--- config.mk ---
export PLATFORM = sky130hd
export DESIGN_NAME = sysport_unit
export DESIGN_NICKNAME = d
export VERILOG_FILES = /design/src/rtl/spu_pkg.sv /design/src/rtl/spu_code_path.sv /design/src/rtl/spu_arbiter.sv /design/src/rtl/spu_sys_slot.sv /design/src/rtl/sysport_unit.sv
export SDC_FILE = /design/constraint.sdc
export NUM_CORES = 1
export LEC_CHECK = 0
export ABC_AREA = 0
export CAP_MARGIN = 20
export CORE_AREA = 2 2 166 168
export DETAILED_ROUTE_END_ITERATION = 7
export DIE_AREA = 0 0 168 170
export GPL_TIMING_DRIVEN = 1
export PLACE_DENSITY = 0.58
export SLEW_MARGIN = 20
export SYNTH_ARGS = -nofsm -noshare
export SYNTH_HDL_FRONTEND = slang
export SYNTH_SLANG_ARGS = --single-unit
export TNS_END_PERCENT = 100
--- constraint.sdc ---
create_clock -name clk -period 2.6 [get_ports clk]
set_input_delay 0.65 -clock clk [delete_from_list [all_inputs] [get_ports clk]]
set_output_delay 0.65 -clock clk [all_outputs]
set_load 0.005 [all_outputs]
--- src/rtl/spu_pkg.sv ---
package spu_pkg;

    parameter int SPU_AW = 32;
    parameter int SPU_DW = 32;

    typedef enum logic {
        OWN_FCH = 1'b0,
        OWN_DAT = 1'b1
    } owner_e;

    // one transaction held in the system-port slot
    typedef struct packed {
        logic              we;
        logic [SPU_AW-1:0] addr;
        logic [SPU_DW-1:0] wdata;
        owner_e            owner;
        logic              posted;
    } sys_req_t;

    // registered return toward the core
    typedef struct packed {
        logic              valid;
        owner_e            owner;
        logic [SPU_DW-1:0] data;
    } sys_rsp_t;

    // true when the nb top address bits are all zero
    function automatic logic in_code(input logic [SPU_AW-1:0] a, input int nb);
        logic r;
        r = 1'b1;
        for (int i = 0; i < SPU_AW; i++) begin
            if ((i >= SPU_AW - nb) && a[i]) r = 1'b0;
        end
        return r;
    endfunction

endpackage

--- src/rtl/spu_code_path.sv ---
module spu_code_path
    import spu_pkg::*;
#(
    parameter int CODE_BITS = 3
) (
    input  logic              clk,
    input  logic              rst,
    input  logic              req,
    input  logic              pend,
    input  logic [SPU_AW-1:0] addr,
    output logic              issue,
    output logic              done
);

    logic wait_q;

    assign issue = req && !pend && in_code(addr, CODE_BITS);
    assign done  = wait_q;

    always_ff @(posedge clk) begin
        if (rst) wait_q <= 1'b0;
        else     wait_q <= issue;
    end

endmodule

--- src/rtl/spu_arbiter.sv ---
module spu_arbiter (
    input  logic clk,
    input  logic rst,
    input  logic slot_free,
    input  logic f_cand,
    input  logic d_cand,
    output logic f_win,
    output logic d_win
);

    logic owed_q;

    assign f_win = slot_free && f_cand && (owed_q || !d_cand);
    assign d_win = slot_free && d_cand && !f_win;

    always_ff @(posedge clk) begin
        if (rst)                  owed_q <= 1'b0;
        else if (f_win)           owed_q <= 1'b0;
        else if (d_win && f_cand) owed_q <= 1'b1;
    end

endmodule

--- src/rtl/spu_sys_slot.sv ---
module spu_sys_slot
    import spu_pkg::*;
(
    input  logic              clk,
    input  logic              rst,
    input  logic              load,
    input  sys_req_t          load_req,
    input  logic              s_ready,
    input  logic [SPU_DW-1:0] s_rdata,
    output logic              slot_free,
    output logic              s_valid,
    output logic              s_we,
    output logic [SPU_AW-1:0] s_addr,
    output logic [SPU_DW-1:0] s_wdata,
    output sys_rsp_t          rsp
);

    sys_req_t slot_q;
    logic     slot_v;
    logic     hs;
    sys_rsp_t rsp_q;

    assign hs        = slot_v && s_ready;
    assign slot_free = !slot_v;
    assign s_valid   = slot_v;
    assign s_we      = slot_q.we;
    assign s_addr    = slot_q.addr;
    assign s_wdata   = slot_q.wdata;
    assign rsp       = rsp_q;

    always_ff @(posedge clk) begin
        if (rst) begin
            slot_v <= 1'b0;
            slot_q <= '0;
        end else if (load) begin
            slot_v <= 1'b1;
            slot_q <= load_req;
        end else if (hs) begin
            slot_v <= 1'b0;
        end
    end

    always_ff @(posedge clk) begin
        if (rst) begin
            rsp_q <= '0;
        end else begin
            rsp_q.valid <= hs && !(slot_q.we && slot_q.posted);
            rsp_q.owner <= slot_q.owner;
            rsp_q.data  <= s_rdata;
        end
    end

endmodule

--- src/rtl/sysport_unit.sv ---
module sysport_unit
    import spu_pkg::*;
#(
    parameter int CODE_BITS = 3
) (
    input  logic              clk,
    input  logic              rst,
    input  logic              post_dis,
    input  logic              fch_req,
    input  logic [SPU_AW-1:0] fch_addr,
    output logic              fch_done,
    output logic [SPU_DW-1:0] fch_rdata,
    input  logic              dat_req,
    input  logic              dat_we,
    input  logic [SPU_AW-1:0] dat_addr,
    input  logic [SPU_DW-1:0] dat_wdata,
    output logic              dat_done,
    output logic [SPU_DW-1:0] dat_rdata,
    output logic              icode_req,
    output logic [SPU_AW-1:0] icode_addr,
    input  logic [SPU_DW-1:0] icode_rdata,
    output logic              dcode_req,
    output logic              dcode_we,
    output logic [SPU_AW-1:0] dcode_addr,
    output logic [SPU_DW-1:0] dcode_wdata,
    input  logic [SPU_DW-1:0] dcode_rdata,
    output logic              sys_valid,
    output logic              sys_we,
    output logic [SPU_AW-1:0] sys_addr,
    output logic [SPU_DW-1:0] sys_wdata,
    input  logic              sys_ready,
    input  logic [SPU_DW-1:0] sys_rdata
);

    logic     f_pend, d_pend;
    logic     f_cissue, d_cissue, f_cwait, d_cwait;
    logic     f_cand, d_cand, f_win, d_win;
    logic     slot_free, posted_now;
    sys_req_t ld;
    sys_rsp_t rsp;

    // code-region paths
    spu_code_path #(.CODE_BITS(CODE_BITS)) i_icode (
        .clk(clk), .rst(rst), .req(fch_req), .pend(f_pend),
        .addr(fch_addr), .issue(f_cissue), .done(f_cwait)
    );
    spu_code_path #(.CODE_BITS(CODE_BITS)) i_dcode (
        .clk(clk), .rst(rst), .req(dat_req), .pend(d_pend),
        .addr(dat_addr), .issue(d_cissue), .done(d_cwait)
    );

    assign icode_req   = f_cissue;
    assign icode_addr  = fch_addr;
    assign dcode_req   = d_cissue;
    assign dcode_we    = dat_we;
    assign dcode_addr  = dat_addr;
    assign dcode_wdata = dat_wdata;

    // system-port candidates and arbitration
    assign f_cand = fch_req && !f_pend && !in_code(fch_addr, CODE_BITS);
    assign d_cand = dat_req && !d_pend && !in_code(dat_addr, CODE_BITS);

    spu_arbiter i_arb (
        .clk(clk), .rst(rst), .slot_free(slot_free),
        .f_cand(f_cand), .d_cand(d_cand), .f_win(f_win), .d_win(d_win)
    );

    assign posted_now = d_win && dat_we && !post_dis;

    always_comb begin
        ld = '0;
        if (d_win) begin
            ld.we     = dat_we;
            ld.addr   = dat_addr;
            ld.wdata  = dat_wdata;
            ld.owner  = OWN_DAT;
            ld.posted = posted_now;
        end else begin
            ld.we     = 1'b0;
            ld.addr   = fch_addr;
            ld.owner  = OWN_FCH;
            ld.posted = 1'b0;
        end
    end

    spu_sys_slot i_slot (
        .clk(clk), .rst(rst), .load(f_win || d_win), .load_req(ld),
        .s_ready(sys_ready), .s_rdata(sys_rdata), .slot_free(slot_free),
        .s_valid(sys_valid), .s_we(sys_we), .s_addr(sys_addr),
        .s_wdata(sys_wdata), .rsp(rsp)
    );

    // completion toward the core
    assign fch_done  = f_cwait || (rsp.valid && rsp.owner == OWN_FCH);
    assign fch_rdata = f_cwait ? icode_rdata : rsp.data;
    assign dat_done  = d_cwait || (rsp.valid && rsp.owner == OWN_DAT) || posted_now;
    assign dat_rdata = d_cwait ? dcode_rdata : rsp.data;

    always_ff @(posedge clk) begin
        if (rst) begin
            f_pend <= 1'b0;
            d_pend <= 1'b0;
        end else begin
            f_pend <= f_pend ? !fch_done : (f_cissue || f_win);
            d_pend <= d_pend ? !dat_done : (d_cissue || (d_win && !posted_now));
        end
    end

endmodule

======== Yosys cells after proc, flatten, opt, wreduce, memory -nomap -nowiden ========
Index checks and enable logic that the tools add are counted.
W data, S select, Z words.
storage, ports and cells
  memories ................................ 0
  logic and storage cells ................. 70
  bits in latches ......................... 0
  RAM bits ................................ 0
  bits in read-only memories .............. 0
  register bits after elaboration ......... 107
  input port bits ......................... 199
  output and inout port bits .............. 231
operators by class
  bitwise gates (word level) .............. 1
  order comparisons ....................... 0
  shifts and indexed selects .............. 0
  equality and inequality tests ........... 0
  multiplexer cells ....................... 15
  add/sub/neg operators ................... 0
  div/mod/pow operators ................... 0
  multipliers ............................. 0
  reductions and logical operators ........ 40
operators with widths
  cell                 count
  $mux W32             3
  $mux W33             1
  $logic_and A1 B1 Y1  19
  $logic_not A1 Y1     12
  $mux W1              10
  $logic_or A1 B1 Y1   7
  $mux W2              1
  $reduce_bool A2 Y1   1
  $reduce_or A2 Y1     1
  $not A1 Y1           1

======== Longest topological paths before layout ========
Gate-level depths: netlist of run 1.
  depth in word-level cells ............... 16
  mapped depth ............................ 6
  mapped depth without buffers ............ 5

======== Modules after synthesis ========
From an unflattened synthesis of run 1, not the netlist that was laid out.
unflattened totals
  cell total of the unflattened synthesis .. 637
  area total of the unflattened synthesis .. 6,231.0 um^2
modules (own cells, without submodules)
  module         instances  area each (um^2)  seq. area each (um^2)  cells an instance
  spu_sys_slot   1          3,818.7           2,042.0                358
  sysport_unit   1          2,255.9           40.0                   260
  spu_code_path  2          43.8              20.0                   5
  spu_arbiter    1          68.8              20.0                   9

======== Worst setup path before layout of run 1 ========
Ideal clock, no wire load.
  path kind ............................... input-to-output
  start point ............................. in fch_addr[29]
  end point ............................... out dat_done
  buffers on the path ..................... 2
  arrival ................................. 1.840 ns
  required time ........................... 1.950 ns
  stages .................................. 5
  setup slack ............................. 0.110 ns
  cells stage by stage .................... or3_1 buf_6 a211o_1 buf_2 o21ai_0
on the way
  longest elaborated chain between the ends .. 12
ends and longest elaborated chain
  item                               RTL line            text
  start: declaration                 sysport_unit.sv:10  input logic [SPU_AW-1:0] fch_addr,
  $mux W1 (3 in series)              spu_pkg.sv:32       if ((i >= SPU_AW - nb) && a[i]) r = 1'b0;
  $logic_not A1 Y1                   sysport_unit.sv:60  assign f_cand = fch_req && !f_pend && !in_code(fch_addr, CODE_BITS);
  $logic_and A1 B1 Y1                sysport_unit.sv:60
  $logic_and A1 B1 Y1 (2 in series)  spu_arbiter.sv:13   assign f_win = slot_free && f_cand && (owed_q || !d_cand);
  $logic_not A1 Y1                   spu_arbiter.sv:14   assign d_win = slot_free && d_cand && !f_win;
  $logic_and A1 B1 Y1                spu_arbiter.sv:14
  $logic_and A1 B1 Y1 (2 in series)  sysport_unit.sv:68  assign posted_now = d_win && dat_we && !post_dis;
  $logic_or A1 B1 Y1                 sysport_unit.sv:96  assign dat_done = d_cwait || (rsp.valid && rsp.owner == OWN_DAT) || posted_now;
  end: declaration                   sysport_unit.sv:17  output logic dat_done,
No other way between the ends.

======== Final worst setup path of run 1 ========
  start point ............................. in fch_req
  end point ............................... out dat_done
on the way
  longest elaborated chain between the ends .. 9
ends and longest elaborated chain
  item                               RTL line            text
  start: declaration                 sysport_unit.sv:9   input logic fch_req,
  $logic_and A1 B1 Y1 (2 in series)  sysport_unit.sv:60
  $logic_and A1 B1 Y1 (2 in series)  spu_arbiter.sv:13
  $logic_not A1 Y1                   spu_arbiter.sv:14
  $logic_and A1 B1 Y1                spu_arbiter.sv:14
  $logic_and A1 B1 Y1 (2 in series)  sysport_unit.sv:68
  $logic_or A1 B1 Y1                 sysport_unit.sv:96
No other way between the ends.

==> metrics, run 1 <==
initial antenna violation count 0; Post-Synth XOR/XNOR Area 0%; post-synthesis sequential area ratio 36.97%; cell-internal power 3.532 mW; setup TNS 0 ps; Vias/cell 4.133; final core occ 36.54%; # fillers 2740; sequential power share 38.8%; PD cells 494.8 nW/µm²; iteration-0 DRC count of the detailed router 136; register area 2145 µm²; largest net degree at the start of global routing 39; Worst Hold Slack 472.7 ps; Clk network pwr share 30.5%; Yosys top cell by area dfxtp_1; crit-path leading delay family buffers and inverters; Worst Setup Path Type input port to output port; post-synthesis cell type count 34; Die X 168 µm; top post-synthesis cells by area dfxtp_1, buf_4, mux2_2, a21oi_1, a22o_1; row cnt 60; CTS Buf Count 9; Avg Cell Area, Syn 9.452 µm²; flops & latches, synth 107; Leak 3.807 nW; Startpoint Class input port; Final Cycle Share 99.21%; mux contribution to synthesized area 12.44%; largest family of logic cells by synthesized area buffers and inverters; first-pass GRT wire length 31420 µm; Cell Chain, Critical Path clkdlybuf4s50_1, and3b_1, a211o_1, o21ai_2, buf_4; Worst Clk Skew 9.591 ps; final slew viol count 0; Crit Path Max Fanout 3; clk root buf clkbuf_16; via count 5092; share of the synthesized area in the top cell type 36.97%; max-cap violation count 0; Critical Path RT 1950 ps; Final Hold Viols 0; PortBufs 429; simple logic cell fraction of the synthesized area 9.026%; Synth Area in Adders 0%; Max clock buf depth 2; buffers and inverters on the worst path 2; run status finished clean; layout cells sized above 1 14.37%; CP Capture Type output port; area occupied by multi-input gates 2255 µm²; switching power 1.287 mW; CTS tree built; vias in the first global route 5165; Worst EP arrival 1930 ps; Congestion Overflow GR 0; Synth Net Count 812; fin crit period 2579 ps; Die Height 170 µm; slowest stage delay, CP 460 ps; combinational power share 30.7%; ANT cells 0; Tot GR Track Use 14.41%; hold crit path type register to register; Detailed Routing Iterations Pass 1 4; Max-slew headroom 73.91%; Final setup viols 0; total power 4.819 mW; Final ANT Viol Nets 0; core footprint 26650 µm²; HPWL Detailed 16670 µm; critical path's slowest cell clkdlybuf4s50_1; Clock Latency Late Sink 350 ps; DRC viols 0; DR WL/cell 17.36 µm; full die area 28560 µm²; compound-cell area share of the yosys netlist 16.95%; Final #Nets 1085; GP Congestion 0.7541; Area Overhead vs Synth 68.08%; worst-margin pin slew 391.4 ps; switching portion of total power 26.70%; Syn Std Cell Area 5794 µm²; io pins 430; total wire length 21390 µm; FMAX 387.7 MHz; Syn Inst Count 613; htree depth 3; initial core utilization 21.74%; Worst-path clk slew 70 ps; synthesis warning total 0; VDD IR max 0.0002501 V; Clock Sinks 107
## kinds of logic (layout without fill, tap and decap cells)
logic type | after synthesis | after routing
buffers and inverters | 205 | 483
AOI/OAI and AO/OA | 141 | 141
DFF | 107 | 107
and+or+nand+nor | 96 | 96
muxes | 64 | 64
## final timing paths
kind	start	to	slack, ps	cells after the start
min reg2reg	i_slot.slot_q[0]$_SDFFE_PP0P_	i_slot.slot_q[0]$_SDFFE_PP0P_	470	1
max reg2reg	i_arb.owed_q$_SDFFE_PP0P_	i_slot.s_addr[31]$_SDFFE_PP0P_	760	5
min	i_slot.slot_q[0]$_SDFFE_PP0P_	i_slot.slot_q[0]$_SDFFE_PP0P_	470	1
max	fch_req	dat_done	20	5
## per-stage QoR
stage / area, µm² / std cells / worst slack [ps]
2_1_floorplan: 5794 / 613 / 110.5
3_3_place_gp: 9408 / 1214 / -697.8
3_5_place_dp: 9408 / 1214 / -724.9
4_1_cts: 9722 / 1231 / 14.39
5_1_grt: 9739 / 1232 / -1.142
6_report: 9739 / 1232 / 20.57
## cells in the mapped netlist
cell       number
nor2b_1        35
o21ai_0         4
or3b_4          1
clkbuf_1       19
a211o_1         1
mux2_2         64
or3_1           3
a221oi_1        1
nand2b_1        3
nor4_1          3
o21bai_1       30
buf_6           5
nor3b_2         1
nand2_2         1
a21oi_1        63
buf_2          12
a2111oi_1       2
a22o_1         33
a211oi_4        1
a2111oi_2       1
a31oi_1         1
a211oi_1        1
nor2_1          8
nor4b_4         1
o2bb2ai_4       1
nor3_2          1
dfxtp_1       107
buf_4         161
inv_1           8
nand2_1        37
and3b_1         1
a32o_1          1
a2bb2oi_1       1
nor2_2          1
## power groups by stage
stage | Combinational, mW | Sequential, mW | Clock (mW)
floorplan | 0.735 | 1.89 | 0
global placement | 1.49 | 1.90 | 0
detailed placement | 1.49 | 1.91 | 0
CTS | 1.50 | 1.87 | 1.54
global route | 1.59 | 1.89 | 1.60
finish | 1.48 | 1.87 | 1.47
## cell usage in the layout, fill, tap and decap left out, types with 6 or more instances in the layout
master / Yosys / routed
clkdlybuf4s50_1: 0 / 421
dfxtp_1: 107 / 105
mux2_2: 64 / 64
a21oi_1: 63 / 63
nand2_1: 37 / 37
nor2b_1: 35 / 35
a22o_1: 33 / 33
o21bai_1: 30 / 30
buf_4: 161 / 25
clkbuf_16: 0 / 9
inv_1: 8 / 8
nor2_1: 8 / 8
buf_12: 0 / 6
## registers in the layout (all words and copies together) (netlist names)
register        cells
i_icode.done        1
i_slot.slot_q       2
i_slot.s_we         1
i_dcode.done        1
d_pend              1
i_slot.rsp         34
i_slot.s_valid      1
f_pend              1
i_slot.s_wdata     32
i_slot.s_addr      32
i_arb.owed_q        1
## layout make-up
type                            count  share of cell area [%]
Timing Repair Buffer              459                   46.94
Multi-Input combinational cell    301                   23.15
Sequential cell                   107                   22.02
Tap cell                          341                   4.381
Clock buffer                       12                   2.634
Clock inverter                      4                  0.5653
Inverter                            8                  0.3083
## worst reg2reg max path, cell delays in order, from the launching register on
cell,delay (ps)
dfxtp_1,400
and3b_1,220
a211o_1,170
buf_4,350
o21ai_0,160
a2111oi_1,430
## metal layers
layer	global-route usage, %	part of all wire, %	vias to the layer above
li1	-	-	2483
met1	16.99	41	2356
met2	25.39	50	244
met3	4.488	8.7	9
met4	3.705	0.93	0
met5	0	0	-
## repair_timing
item                       4_1_cts  5_1_grt
resized for setup               22        2
setup buffers                    1        1
pin swaps                        4        0
hold buffers                     0        0
setup endpoints to repair        3        2
Note: power is estimated with default switching activity, not from simulation.
==> inputs of run 2 (changes only) <==
Settings changed: SLEW_MARGIN 20 to default.
==> results of run 2 <==
Final layout, timing and power as in run 1 (identical DEF).
